[src/rtl/wdog_steer_pkg.sv]
package wdog_steer_pkg;
  localparam int DATA_W   = 8;
  localparam int ADDR_W   = 2;
  localparam int RES_W    = 2;
  localparam int MULT_W   = 5;
  // widest interval: multiplier shifted by twice the largest resolution
  localparam int CNT_W    = MULT_W + 2 * ((1 << RES_W) - 1);
  localparam int FLAG_BIT = 7;
  localparam int KEEP_BIT = 6;

  typedef enum logic [ADDR_W-1:0] {
    ADR_FLAGS = 2'd0,
    ADR_WDOG  = 2'd1,
    ADR_CTRL  = 2'd2,
    ADR_SPARE = 2'd3
  } reg_addr_e;

  typedef struct packed {
    logic              steer;
    logic [MULT_W-1:0] mult;
    logic [RES_W-1:0]  res;
  } wdog_cfg_t;
endpackage

[src/rtl/wdog_interval.sv]
module wdog_interval
  import wdog_steer_pkg::*;
#(
  parameter int RW = RES_W,
  parameter int MW = MULT_W,
  parameter int CW = MW + 2 * ((1 << RW) - 1)
) (
  input  logic [RW-1:0] res_i,
  input  logic [MW-1:0] mult_i,
  output logic [CW-1:0] ticks_o
);
  localparam int NRES = 1 << RW;

  logic [CW-1:0] scaled [NRES];

  // one shifted copy of the multiplier per resolution step (x4 each)
  for (genvar r = 0; r < NRES; r++) begin : g_scale
    assign scaled[r] = CW'(mult_i) << (2 * r);
  end

  assign ticks_o = scaled[res_i];
endmodule

[src/rtl/wdog_countdown.sv]
module wdog_countdown #(
  parameter int CW = 11
) (
  input  logic          clk_i,
  input  logic          rst_ni,
  input  logic          tick_i,
  input  logic          restart_i,
  input  logic [CW-1:0] load_i,
  output logic          expire_o,
  output logic          armed_o
);
  logic [CW-1:0] cnt_q;
  logic          armed_q;

  // the tick that meets the last remaining unit expires, unless a restart wins
  assign expire_o = armed_q && tick_i && !restart_i && (cnt_q == CW'(1));
  assign armed_o  = armed_q;

  always_ff @(posedge clk_i) begin
    if (!rst_ni) begin
      cnt_q   <= '0;
      armed_q <= 1'b0;
    end else if (restart_i) begin
      cnt_q   <= load_i;
      armed_q <= (load_i != '0);
    end else if (expire_o) begin
      cnt_q   <= '0;
      armed_q <= 1'b0;
    end else if (armed_q && tick_i) begin
      cnt_q   <= cnt_q - 1'b1;
    end
  end
endmodule

[src/rtl/wdog_regs.sv]
module wdog_regs
  import wdog_steer_pkg::*;
(
  input  logic              clk_i,
  input  logic              rst_ni,
  input  logic              wr_i,
  input  logic              rd_i,
  input  logic [ADDR_W-1:0] addr_i,
  input  logic [DATA_W-1:0] wdata_i,
  input  logic              expire_i,
  output logic              restart_o,
  output wdog_cfg_t         load_cfg_o,
  output wdog_cfg_t         cfg_o,
  output logic              flag_o,
  output logic [DATA_W-1:0] rdata_o,
  output logic              irq_o,
  output logic              rst_req_o
);
  wdog_cfg_t         cfg_q;
  logic              flag_q, keep_q, irq_q, rst_q;
  logic [DATA_W-1:0] rdata_q, rd_mux;
  logic              wr_cfg, wr_ctrl, rd_flags, steer_hit;

  assign wr_cfg    = wr_i && (addr_i == ADR_WDOG);
  assign wr_ctrl   = wr_i && (addr_i == ADR_CTRL);
  assign rd_flags  = rd_i && (addr_i == ADR_FLAGS);
  assign restart_o = wr_cfg || rd_flags;
  // a write supplies the new interval; a kick reuses the stored one
  assign load_cfg_o = wr_cfg ? wdog_cfg_t'(wdata_i) : cfg_q;
  assign steer_hit  = expire_i && cfg_q.steer;

  always_comb begin
    rd_mux = '0;
    unique case (addr_i)
      ADR_FLAGS: rd_mux[FLAG_BIT] = flag_q;
      ADR_WDOG:  rd_mux           = cfg_q;
      ADR_CTRL:  rd_mux[KEEP_BIT] = keep_q;
      default:   rd_mux           = '0;
    endcase
  end

  always_ff @(posedge clk_i) begin
    if (!rst_ni) begin
      cfg_q   <= '0;
      flag_q  <= 1'b0;
      keep_q  <= 1'b0;
      irq_q   <= 1'b0;
      rst_q   <= 1'b0;
      rdata_q <= '0;
    end else begin
      if (restart_o)     flag_q <= 1'b0;
      else if (expire_i) flag_q <= 1'b1;

      if (wr_cfg)         cfg_q <= wdog_cfg_t'(wdata_i);
      else if (steer_hit) cfg_q <= '0;

      if (steer_hit)    keep_q <= 1'b0;
      else if (wr_ctrl) keep_q <= wdata_i[KEEP_BIT];

      irq_q <= expire_i && !cfg_q.steer;
      rst_q <= steer_hit;

      if (rd_i) rdata_q <= rd_mux;
    end
  end

  assign cfg_o     = cfg_q;
  assign flag_o    = flag_q;
  assign rdata_o   = rdata_q;
  assign irq_o     = irq_q;
  assign rst_req_o = rst_q;
endmodule

[src/rtl/wdog_steer.sv]
module wdog_steer
  import wdog_steer_pkg::*;
(
  input  logic              clk_i,
  input  logic              rst_ni,
  input  logic              tick_i,
  input  logic              req_wr_i,
  input  logic              req_rd_i,
  input  logic [ADDR_W-1:0] req_addr_i,
  input  logic [DATA_W-1:0] req_wdata_i,
  output logic [DATA_W-1:0] rsp_rdata_o,
  output logic              irq_o,
  output logic              sys_rst_req_o
);
  wdog_cfg_t        load_cfg, cfg_q;
  logic             restart, expire, armed, flag_q;
  logic [CNT_W-1:0] load_ticks;

  wdog_regs u_regs (
    .clk_i      (clk_i),
    .rst_ni     (rst_ni),
    .wr_i       (req_wr_i),
    .rd_i       (req_rd_i),
    .addr_i     (req_addr_i),
    .wdata_i    (req_wdata_i),
    .expire_i   (expire),
    .restart_o  (restart),
    .load_cfg_o (load_cfg),
    .cfg_o      (cfg_q),
    .flag_o     (flag_q),
    .rdata_o    (rsp_rdata_o),
    .irq_o      (irq_o),
    .rst_req_o  (sys_rst_req_o)
  );

  wdog_interval #(.RW(RES_W), .MW(MULT_W), .CW(CNT_W)) u_interval (
    .res_i   (load_cfg.res),
    .mult_i  (load_cfg.mult),
    .ticks_o (load_ticks)
  );

  wdog_countdown #(.CW(CNT_W)) u_count (
    .clk_i     (clk_i),
    .rst_ni    (rst_ni),
    .tick_i    (tick_i),
    .restart_i (restart),
    .load_i    (load_ticks),
    .expire_o  (expire),
    .armed_o   (armed)
  );
endmodule

[config.mk]
export PLATFORM = sky130hd
export DESIGN_NAME = wdog_steer
export DESIGN_NICKNAME = d
export VERILOG_FILES = /design/src/rtl/wdog_steer_pkg.sv /design/src/rtl/wdog_interval.sv /design/src/rtl/wdog_countdown.sv /design/src/rtl/wdog_regs.sv /design/src/rtl/wdog_steer.sv
export SDC_FILE = /design/constraint.sdc
export NUM_CORES = 1
export LEC_CHECK = 0
export ABC_CLOCK_PERIOD_IN_PS = 2890
export BUFFER_PORTS_ARGS = -buffer_cell sky130_fd_sc_hd__buf_4
export CORE_ASPECT_RATIO = 1.75
export CORE_MARGIN = 3
export CORE_UTILIZATION = 45
export CTS_BUF_LIST = sky130_fd_sc_hd__clkbuf_4
export CTS_CLUSTER_SIZE = 25
export DETAILED_ROUTE_END_ITERATION = 16
export GPL_TIMING_DRIVEN = 0
export SYNTH_ARGS = -nofsm -noshare
export SYNTH_HDL_FRONTEND = slang
export SYNTH_HIERARCHICAL = 1
export SYNTH_SLANG_ARGS = --single-unit
[constraint.sdc]
create_clock -name clk_i -period 2.89 [get_ports clk_i]
set_input_delay 0.867 -clock clk_i [delete_from_list [all_inputs] [get_ports clk_i]]
set_output_delay 0.867 -clock clk_i [all_outputs]
set_load 0.02 [all_outputs]
==> metrics.md, run 1 <==
| Metric | Value |
|---|---|
| Status | `finished clean` |
| Width of the chip | `around 56 um` |
| Total wire length | `about 4.7 mm` |
| Global-route usage over all layers | `19.9%` |
| Pwr dens | `399 nW/um2` |
| YS warnings | `6` |
| Routed WL per cell | `around 15 um` |
| Dpl ws | `-0.528 ns` |
| H-Tree Depth | `2` |
| Cells after Synth | `230` |
| Total Power | `0.900 mW` |
| Mapped Area | `approximately 2000 um2` |
| Syn_area_per_cell | `8.51 um2` |
| Root Driver | `clkbuf_4` |
| Setup slack after layout | `0.225 ns` |
| Share of cells above drive strength 1 | `roughly 24%` |
| Grt ovf | `0` |
| Worst Skew | `0.00249 ns` |
| CTS tree | `yes` |
| Static Leak | `just under 1 nW` |
| CORE AREA | `4150 um2` |
| Vias in the first global route | `1813` |
| Most common cell after layout, fill and taps aside | `nand2_1` |
| DR DRC count | `0` |
| Die footprint | `5210 um2` |
| Fin. Hold Viols | `0` |
| First-pass GRT wire length | `8.23 mm` |
| Net count, final | `282` |
| FP Rows | `31` |
| Fmax | `375 MHz` |
| Pin count of the biggest net entering global routing | `11` |
| Final setup viols | `0` |
| Min Hold Slack | `0.475 ns` |
| Max clock buf depth | `2` |
| Cts bufs inserted | `5` |
| CP max FO | `10` |
| Pins Over Slew Limit | `0` |
| Worst endpoint required time | `3.12 ns` |
| Worst setup SP type | `primary input` |
| First-iteration detailed-routing DRC count | `just over 50` |
| Slew margin rel. | `68.6%` |
| Final cell count without fillers | `311` |
| RSZ-0062 raised after global routing | `no` |
| Drt first pass iters | `4` |
| I/O Buffers | `24` |
| Type of element capturing the critical path | `flip-flop` |
| Post-DP HPWL | `3.71 mm` |
| Antenna fix cells | `0` |
| Die height | `93.2 um` |
| TritonCTS Sinks | `32` |
| HP Class | `reg2reg` |
| Initial antenna violation count | `0` |
| Area grow syn2layout | `15.2%` |
| Max-Cap Viols | `0` |
| Initial Util | `47.2%` |
| Data arrival, critical path | `2.89 ns` |
| Final worst-path cycle share | `between 90% and 100%` |
| Io pins | `25` |
| Reg clk slew, reported paths | `0.10 ns` |
| Critical path class | `in2reg` |
| Clock Latency Late Sink | `0.33 ns` |
| Most frequent cells in the layout | `nand2_1 (36), dfxtp_1 (32), buf_4 (27), nand3_1 (17)` |
| Net Count, Synth | `250` |
| Gpl congestion | `0.845` |
| Post-route ant nets | `0` |
| Setup tns final | `0 ns` |
| Placed Instances | `303` |
| DR vias | `between 1500 and 2000` |
| Worst vdd ir | `0.280 mV` |
| Fin crit period | `2.66 ns` |
| Avg Vias per Cell | `between 5 and 6` |
| Slew at the pin with the worst max-slew slack | `0.467 ns` |
==> routing by layer <==
layer  vias to the layer above  global-route usage [%]  part of all wire [%]
met1                       802                    20.1                    37
met5                         -                       0                     0
met3                        10                    3.45                   2.8
met2                        28                    38.7                    57
met4                         0                    8.91                   2.2
li1                        879                       -                     -
==> final cells by class <==
type / instances / area, um2
clock buffers: 5 / 37.5
flip-flops and latches: 32 / 641
clock inverters: 2 / 7.51
fillers: 418 / 1900
inverters: 9 / 33.8
plain buffers: 12 / 81.3
repair buffers: 25 / 188
multi-input cells: 177 / 1200
well taps: 49 / 61.3
==> sequential cells by signal (all words and copies together) (netlist names) <==
name              flops
u_regs/rst_req_o      1
u_regs/cfg_o          8
u_regs/keep_q         1
u_regs/irq_o          1
u_count/armed_o       1
u_regs/rdata_o        8
u_count/cnt_q        11
u_regs/flag_o         1
==> what timing repair did <==
| item | CTS | global route |
|---|---|---|
| setup buffers | 0 | 1 |
| endpoints found under the setup margin | 7 | 7 |
| resized for setup | 1 | 2 |
| hold buffers | 0 | 0 |
| pin swaps | 0 | 1 |
==> where the power goes <==
part	switching, mW	internal [mW]	total [mW]	leakage [nW]
clock network	0.148	0.0848	0.233	0.0261
logic	0.103	0.0862	0.190	0.676
registers	0.0197	0.457	0.477	0.260
==> worst paths after layout <==
path	from	end	slack, ns	depth (start not counted)
max	req_addr_i[1]	u_regs/cfg_o[3]$_SDFFE_PN0P_	0.23	13
min reg2reg	u_regs/keep_q$_SDFFE_PP0P_	u_regs/keep_q$_SDFFE_PP0P_	0.47	2
max reg2reg	u_count/cnt_q[2]$_SDFFE_PN0P_	u_regs/cfg_o[3]$_SDFFE_PN0P_	0.99	7
min	u_regs/keep_q$_SDFFE_PP0P_	u_regs/keep_q$_SDFFE_PP0P_	0.47	2
==> through the flow <==
| stage | util, % | area, um2 |
|---|---|---|
| final | 54.3 | 2250 |
| after global routing | 54.3 | 2250 |
| after CTS | 54.1 | 2240 |
| after detailed placement | 53.0 | 2200 |
| after global placement | 53.0 | 2200 |
| after floorplan | - | 1960 |
==> worst max-delay path, stage by stage <==
cell and delay [ns]:
buf_4 0.08, inv_1 0.05, ha_1 0.20, buf_6 0.15
nand2_2 0.16, nand2_1 0.16, clkbuf_2 0.23, buf_2 0.22
nor2_1 0.33, a22oi_2 0.13, buf_4 0.17, nand2_1 0.09
a21boi_2 0.05
Note: power is estimated with default switching activity, not from simulation.
==> run 2: changes to the inputs <==
--- a/config.mk
+++ b/config.mk
@@ -5,6 +5,7 @@
 export SDC_FILE = /design/constraint.sdc
 export NUM_CORES = 1
 export LEC_CHECK = 0
+export ABC_AREA = 1
 export ABC_CLOCK_PERIOD_IN_PS = 2890
 export BUFFER_PORTS_ARGS = -buffer_cell sky130_fd_sc_hd__buf_4
 export CORE_ASPECT_RATIO = 1.75
==> run 2 against run 1 <==
Non-clock buffer count is 3 lower; combinational power is 47% higher; critical endpoint is now u_count/armed_o$_SDFFE_PN0P_; cell count is 19% higher; synthesized area is 1.2% higher; critical path type unchanged; highest routed layer unchanged.
==> metrics.md, run 2 <==
| Metric | Value |
|---|---|
| Gate power share | `25.0% (was 21.1%)` |
| YS warnings | `6 (unchanged)` |
| Switching power | `0.363 mW (was 0.272 mW)` |
| H-Tree Depth | `2 (unchanged)` |
| Die height | `93.7 um (was 93.2 um)` |
| Most common cell after layout, fill and taps aside | `nand2_1 (unchanged)` |
| Die footprint | `5260 um2 (was 5210 um2)` |
| Worst endpoint required time | `3.10 ns (was 3.12 ns)` |
| Slew at the pin with the worst max-slew slack | `0.432 ns (was 0.467 ns)` |
| HP Class | `reg2reg (unchanged)` |
| Cts repair resizes | `0 (was 1)` |
| Total Power | `1.12 mW (was 0.900 mW)` |
| Total wire length | `4.71 mm (was 4.68 mm)` |
| Antenna fix cells | `0 (unchanged)` |
| CORE AREA | `4190 um2 (was 4150 um2)` |
| Slew margin rel. | `71.2% (was 68.6%)` |
| Worst setup SP type | `primary input (unchanged)` |
| Initial Util | `47.3% (was 47.2%)` |
| TritonCTS Sinks | `32 (unchanged)` |
| Post-DP HPWL | `3.82 mm (was 3.71 mm)` |
| Max clock buf depth | `2 (unchanged)` |
| Fin crit period | `2.53 ns (was 2.66 ns)` |
| Static Leak | `1.06 nW (was 0.961 nW)` |
| Pwr dens | `486 nW/um2 (was 399 nW/um2)` |
| First-iteration detailed-routing DRC count | `48 (was 51)` |
| Final core occ | `54.9% (was 54.3%)` |
| Io pins | `25 (unchanged)` |
| Max reg flops | `11 (unchanged)` |
| Clk pwr share | `31.2% (was 25.9%)` |
| Initial antenna violation count | `0 (unchanged)` |
| Largest stage delay, worst path | `0.33 ns (about the same)` |
| Pins Over Slew Limit | `0 (unchanged)` |
| Worst Skew | `0.00589 ns (was 0.00249 ns)` |
| Vias in the first global route | `1861 (was 1813)` |
| I/O Buffers | `24 (unchanged)` |
| Area grow syn2layout | `16.2% (was 15.2%)` |
| Worst vdd ir | `0.267 mV (was 0.280 mV)` |
| Status | `finished clean (unchanged)` |
| Biggest register | `u_count/cnt_q (unchanged)` |
| Critical path class | `in2reg (unchanged)` |
| Data arrival, critical path | `2.74 ns (was 2.89 ns)` |
| Syn_area_per_cell | `6.85 um2 (was 8.51 um2)` |
| Most frequent cells in the layout | `nand2_1 (68), dfxtp_1 (32), nor2_1 (30), buf_4 (25), inv_1 (24) (was nand2_1 (36), dfxtp_1 (32), buf_4 (27), nand3_1 (17))` |
| Avg Vias per Cell | `5.08 (was 5.53)` |
| Net Count, Synth | `309 (was 250)` |
| Routed WL per cell | `12.7 um (was 15.0 um)` |
| Min Hold Slack | `0.465 ns (was 0.475 ns)` |
| Crit-path slowest cell | `o31ai_1 (was nor2_1)` |
| Clock Latency Late Sink | `0.33 ns (about the same)` |
| First-pass GRT wire length | `8.25 mm (was 8.23 mm)` |
| Seq pwr share | `43.9% (was 53.0%)` |
| # hold bufs at CTS | `0 (unchanged)` |
| Width of the chip | `56.1 um (was 55.9 um)` |
| DR DRC count | `0 (unchanged)` |
| Final cell count without fillers | `370 (was 311)` |
| FP Rows | `31 (unchanged)` |
| Post-route ant nets | `0 (unchanged)` |
| CP Cell Sequence | `buf_4 -> inv_1 -> ha_1 -> buf_6 -> nand2_8 -> buf_6 -> nand2_1 -> nand2_1 -> buf_6 -> o21ai_1 -> nor2_1 -> nor2_1 -> nand2_1 -> o31ai_1 -> a21boi_0 (was buf_4 -> inv_1 -> ha_1 -> buf_6 -> nand2_2 -> nand2_1 -> clkbuf_2 -> buf_2 -> nor2_1 -> a22oi_2 -> buf_4 -> nand2_1 -> a21boi_2)` |
| Fmax | `395 MHz (was 375 MHz)` |
| DR vias | `1878 (was 1719)` |
| Fill cells | `467 (was 418)` |
| Gpl congestion | `0.867 (was 0.845)` |
| Placed Instances | `362 (was 303)` |
| Mapped Area | `1980 um2 (was 1960 um2)` |
| Internal Power | `0.755 mW (was 0.628 mW)` |
| Global-route usage over all layers | `19.9% (about the same)` |
| Post CTS Setup Buffer Count | `0 (unchanged)` |
| Final worst-path cycle share | `87.5% (was 92.2%)` |
| Type of element capturing the critical path | `flip-flop (unchanged)` |
| Reg clk slew, reported paths | `0.11 ns (was 0.10 ns)` |
| Final setup viols | `0 (unchanged)` |
| Fin. Hold Viols | `0 (unchanged)` |
| Cts bufs inserted | `5 (unchanged)` |
| RSZ-0062 raised after global routing | `no (unchanged)` |
| Pin count of the biggest net entering global routing | `12 (was 11)` |
| Cells after Synth | `289 (was 230)` |
| CTS tree | `yes (unchanged)` |
| Drt first pass iters | `4 (unchanged)` |
| Grt ovf | `0 (unchanged)` |
| Max-Cap Viols | `0 (unchanged)` |
| CP max FO | `9 (was 10)` |
| Root Driver | `clkbuf_4 (unchanged)` |
| Net count, final | `340 (was 282)` |
| Share of cells above drive strength 1 | `26.8% (was 24.0%)` |
| Switching Share | `32.4% (was 30.2%)` |
-- run 2: worst max-delay path: cells and delay by family --
kind            cells  cell delay (ns)
compound gates      3             0.63
buf+inv             5             0.62
simple gates        6             0.45
fa+ha+maj           1             0.16
-- run 2: cell type report --
class	count	area, um2	share of cell area, %
Sequential cell	32	641	27.8
Clock buffer	5	37.5	1.63
Tap cell	49	61.3	2.66
Clock inverter	3	42.5	1.85
Multi-Input combinational cell	217	1130	49.2
Buffer	10	76.3	3.32
Inverter	30	130	5.66
Timing Repair Buffer	24	180	7.83
-- run 2: per-stage QoR --
step	setup WS (ns)	instance area (um2)	setup TNS, ns
6_report	0.361	2300	0
5_1_grt	0.187	2300	0
4_1_cts	0.351	2300	0
3_5_place_dp	-0.0284	2220	-0.0293
3_3_place_gp	-0.0225	2220	-0.0225
2_1_floorplan	0.414	1980	0
-- run 2: power groups by stage --
stage	Sequential, mW	Combinational, mW	Clock, mW
floorplan	0.501	0.203	0
global placement	0.501	0.279	0
detailed placement	0.501	0.282	0
CTS	0.491	0.283	0.369
global route	0.495	0.320	0.380
finish	0.490	0.279	0.348
-- run 2: final timing paths --
kind | startpoint | endpoint | slack [ns] | cells past startpoint
setup / recovery | req_addr_i[1] | u_count/armed_o$_SDFFE_PN0P_ | 0.36 | 15
hold / removal | u_regs/keep_q$_SDFFE_PP0P_ | u_regs/keep_q$_SDFFE_PP0P_ | 0.47 | 2
setup reg to reg | u_regs/cfg_o[0]$_SDFFE_PN0P_ | u_count/armed_o$_SDFFE_PN0P_ | 1.21 | 10
hold reg to reg | u_regs/keep_q$_SDFFE_PP0P_ | u_regs/keep_q$_SDFFE_PP0P_ | 0.47 | 2
-- run 2: routing by layer --
layer / up-vias / wire, um / track usage, %
li1: 990 / - / -
met1: 842 / 1680 / 19.5
met2: 34 / 2730 / 39.4
met3: 12 / 133 / 3.16
met4: 0 / 161 / 9.31
met5: - / 0 / 0
==> run 3: changes to the inputs <==
--- a/config.mk
+++ b/config.mk
@@ -11,7 +11,6 @@
 export CORE_ASPECT_RATIO = 1.75
 export CORE_MARGIN = 3
 export CORE_UTILIZATION = 45
-export CTS_BUF_LIST = sky130_fd_sc_hd__clkbuf_4
 export CTS_CLUSTER_SIZE = 25
 export DETAILED_ROUTE_END_ITERATION = 16
 export GPL_TIMING_DRIVEN = 0
==> run 3 against run 2 <==
Critical path depth did not move; sequential cell count did not move; power rose by 7.6%; clock skew fell by 0.0013 ns; register-to-register slack barely moved; largest cell class unchanged.
==> metrics.md, run 3 (synthesis gave the netlist of run 2 again) <==
| Metric | Value |
|---|---|
| Status | `finished clean (unchanged)` |
| Pins Over Slew Limit | `0 (unchanged)` |
| Type of element capturing the critical path | `flip-flop (unchanged)` |
| Antenna fix cells | `0 (unchanged)` |
| CTS tree | `yes (unchanged)` |
| DR DRC count | `0 (unchanged)` |
| Worst hold path endpoint | `u_regs/keep_q$_SDFFE_PP0P_ (unchanged)` |
| Worst endpoint required time | `3.04 ns (was 3.10 ns)` |
| Post-DP HPWL | `3.82 mm (unchanged)` |
| Die height | `93.7 um (unchanged)` |
| Critical path class | `in2reg (unchanged)` |
| Share of cells above drive strength 1 | `26.8% (unchanged)` |
| Worst Skew | `0.00463 ns (was 0.00589 ns)` |
| DR vias | `1856 (was 1878)` |
| Slew margin rel. | `72.1% (was 71.2%)` |
| Hold Crit Depth | `2 (unchanged)` |
| RSZ-0062 raised after global routing | `no (unchanged)` |
| HP Class | `reg2reg (unchanged)` |
| Reg-to-reg setup timing slack | `1.20 ns (was 1.21 ns)` |
| I/O Buffers | `24 (unchanged)` |
| Fin. Hold Viols | `0 (unchanged)` |
| Data arrival, critical path | `2.76 ns (was 2.74 ns)` |
| Pin count of the biggest net entering global routing | `12 (unchanged)` |
| Min Hold Slack | `0.462 ns (was 0.465 ns)` |
| Final worst-path cycle share | `90.1% (was 87.5%)` |
| H-Tree Depth | `2 (unchanged)` |
| Root Driver | `clkbuf_8 (was clkbuf_4)` |
| CP max FO | `9 (unchanged)` |
| First-iteration detailed-routing DRC count | `42 (was 48)` |
| Internal Power | `0.830 mW (was 0.755 mW)` |
| Slew at the pin with the worst max-slew slack | `0.419 ns (was 0.432 ns)` |
| Most common cell after layout, fill and taps aside | `nand2_1 (unchanged)` |
| Routed WL per cell | `12.8 um (was 12.7 um)` |
| Post-route ant nets | `0 (unchanged)` |
| Io pins | `25 (unchanged)` |
| Max clock buf depth | `2 (unchanged)` |
| Pwr dens | `516 nW/um2 (was 486 nW/um2)` |
| Total Power | `1.20 mW (was 1.12 mW)` |
| Fill cells | `461 (was 467)` |
| Avg Vias per Cell | `5.02 (was 5.08)` |
| Vias in the first global route | `1861 (unchanged)` |
| RR Startpoint | `u_regs/cfg_o[0]$_SDFFE_PN0P_ (unchanged)` |
| Cts bufs inserted | `5 (unchanged)` |
| Max reg flops | `11 (unchanged)` |
| Area grow syn2layout | `17.8% (was 16.2%)` |
| Reg2reg end | `u_count/armed_o$_SDFFE_PN0P_ (unchanged)` |
| CORE AREA | `4190 um2 (unchanged)` |
| Post CTS Setup Buffer Count | `0 (unchanged)` |
| Fmax | `384 MHz (was 395 MHz)` |
| Static Leak | `1.08 nW (was 1.06 nW)` |
| Initial antenna violation count | `0 (unchanged)` |
| Path depth of the worst reg2reg path | `10 (unchanged)` |
| Critical path origin | `req_addr_i[1] (unchanged)` |
| Gpl congestion | `0.867 (unchanged)` |
| Die footprint | `5260 um2 (unchanged)` |
| Net count, final | `340 (unchanged)` |
| Final cell count without fillers | `370 (unchanged)` |
| Most frequent cells in the layout | `nand2_1 (68), dfxtp_1 (32), nor2_1 (30), buf_4 (25), inv_1 (24) (unchanged)` |
| Reg clk slew, reported paths | `0.07 ns (was 0.11 ns)` |
| # hold bufs at CTS | `0 (unchanged)` |
| TritonCTS Sinks | `32 (unchanged)` |
| Final setup viols | `0 (unchanged)` |
| Biggest register | `u_count/cnt_q (unchanged)` |
| FP Rows | `31 (unchanged)` |
| Worst setup SP type | `primary input (unchanged)` |
| Seq pwr share | `40.8% (was 43.9%)` |
| First-pass GRT wire length | `8.28 mm (was 8.25 mm)` |
| Width of the chip | `56.1 um (unchanged)` |
| Worst vdd ir | `0.323 mV (was 0.267 mV)` |
| Fin crit period | `2.60 ns (was 2.53 ns)` |
| Placed Instances | `362 (unchanged)` |
| Initial Util | `47.3% (unchanged)` |
| Switching power | `0.373 mW (was 0.363 mW)` |
| Global-route usage over all layers | `20.0% (was 19.9%)` |
| Clk pwr share | `36.0% (was 31.2%)` |
| Clock Latency Late Sink | `0.28 ns (was 0.33 ns)` |
| Total wire length | `4.74 mm (was 4.71 mm)` |
| Gate power share | `23.2% (was 25.0%)` |
| Max-Cap Viols | `0 (unchanged)` |
| Drt first pass iters | `4 (unchanged)` |
| Grt ovf | `0 (unchanged)` |
| Min-delay src | `u_regs/keep_q$_SDFFE_PP0P_ (unchanged)` |
| Cts repair resizes | `0 (unchanged)` |
| Switching Share | `31.0% (was 32.4%)` |
-- run 3: cell types whose count changed in the layout (fill, tap and decap cells not counted) --
cell,change
clkbuf_4,-5
clkbuf_8,+5
-- run 3: per-layer routing --
layer  vias up  global-route usage [%]  wire [um]
met4         0                    8.71        138
met5         -                       0          0
met3        11                    3.16        117
met1       829                    19.7       1710
li1        988                       -          -
met2        28                    39.7       2770
-- run 3: power groups by stage --
stage	Sequential, mW	Clock [mW]	Combinational, mW
2_1_floorplan	0.501	0	0.203
3_3_place_gp	0.501	0	0.279
3_5_place_dp	0.501	0	0.282
4_1_cts	0.491	0.449	0.283
5_1_grt	0.495	0.465	0.320
6_report	0.490	0.433	0.279
-- run 3: how the worst max path moves through the flow --
stage / end / slack [ns] / cells past startpoint
after detailed placement: u_count/armed_o$_SDFFE_PN0P_ / -0.03 / 15
after global routing: u_count/armed_o$_SDFFE_PN0P_ / 0.11 / 17
after floorplan: u_regs/cfg_o[0]$_SDFFE_PN0P_ / 0.41 / 12
final: u_count/armed_o$_SDFFE_PN0P_ / 0.29 / 15
after CTS: u_count/armed_o$_SDFFE_PN0P_ / 0.28 / 15
after global placement: u_count/armed_o$_SDFFE_PN0P_ / -0.02 / 15
-- run 3: area by class of cell --
cell class | instances | area, um2 | area share (%)
tap | 49 | 61.3 | 2.63
buffer | 10 | 76.3 | 3.27
multi-input combinational | 217 | 1130 | 48.6
timing repair buffer | 24 | 180 | 7.73
clock inverter | 3 | 42.5 | 1.82
clock buffer | 5 | 68.8 | 2.95
sequential | 32 | 641 | 27.5
inverter | 30 | 130 | 5.58
-- run 3: through the flow --
stage               util (%)  cell area, um2  setup WS (ns)  setup TNS, ns
floorplan                  -            1980          0.414              0
global placement        53.0            2220        -0.0225        -0.0225
detailed placement      53.0            2220        -0.0284        -0.0293
CTS                     55.7            2330          0.277              0
global route            55.7            2330          0.108              0
finish                  55.7            2330          0.287              0
-- run 3: critical path: stages --
cell and delay [ns]:
buf_4 0.11, inv_1 0.06, ha_1 0.16, buf_6 0.15, nand2_8 0.09, buf_6 0.15, nand2_1 0.05, nand2_1 0.06
buf_6 0.14, o21ai_1 0.17, nor2_1 0.09, nor2_1 0.11, nand2_1 0.06, o31ai_1 0.33, a21boi_0 0.13
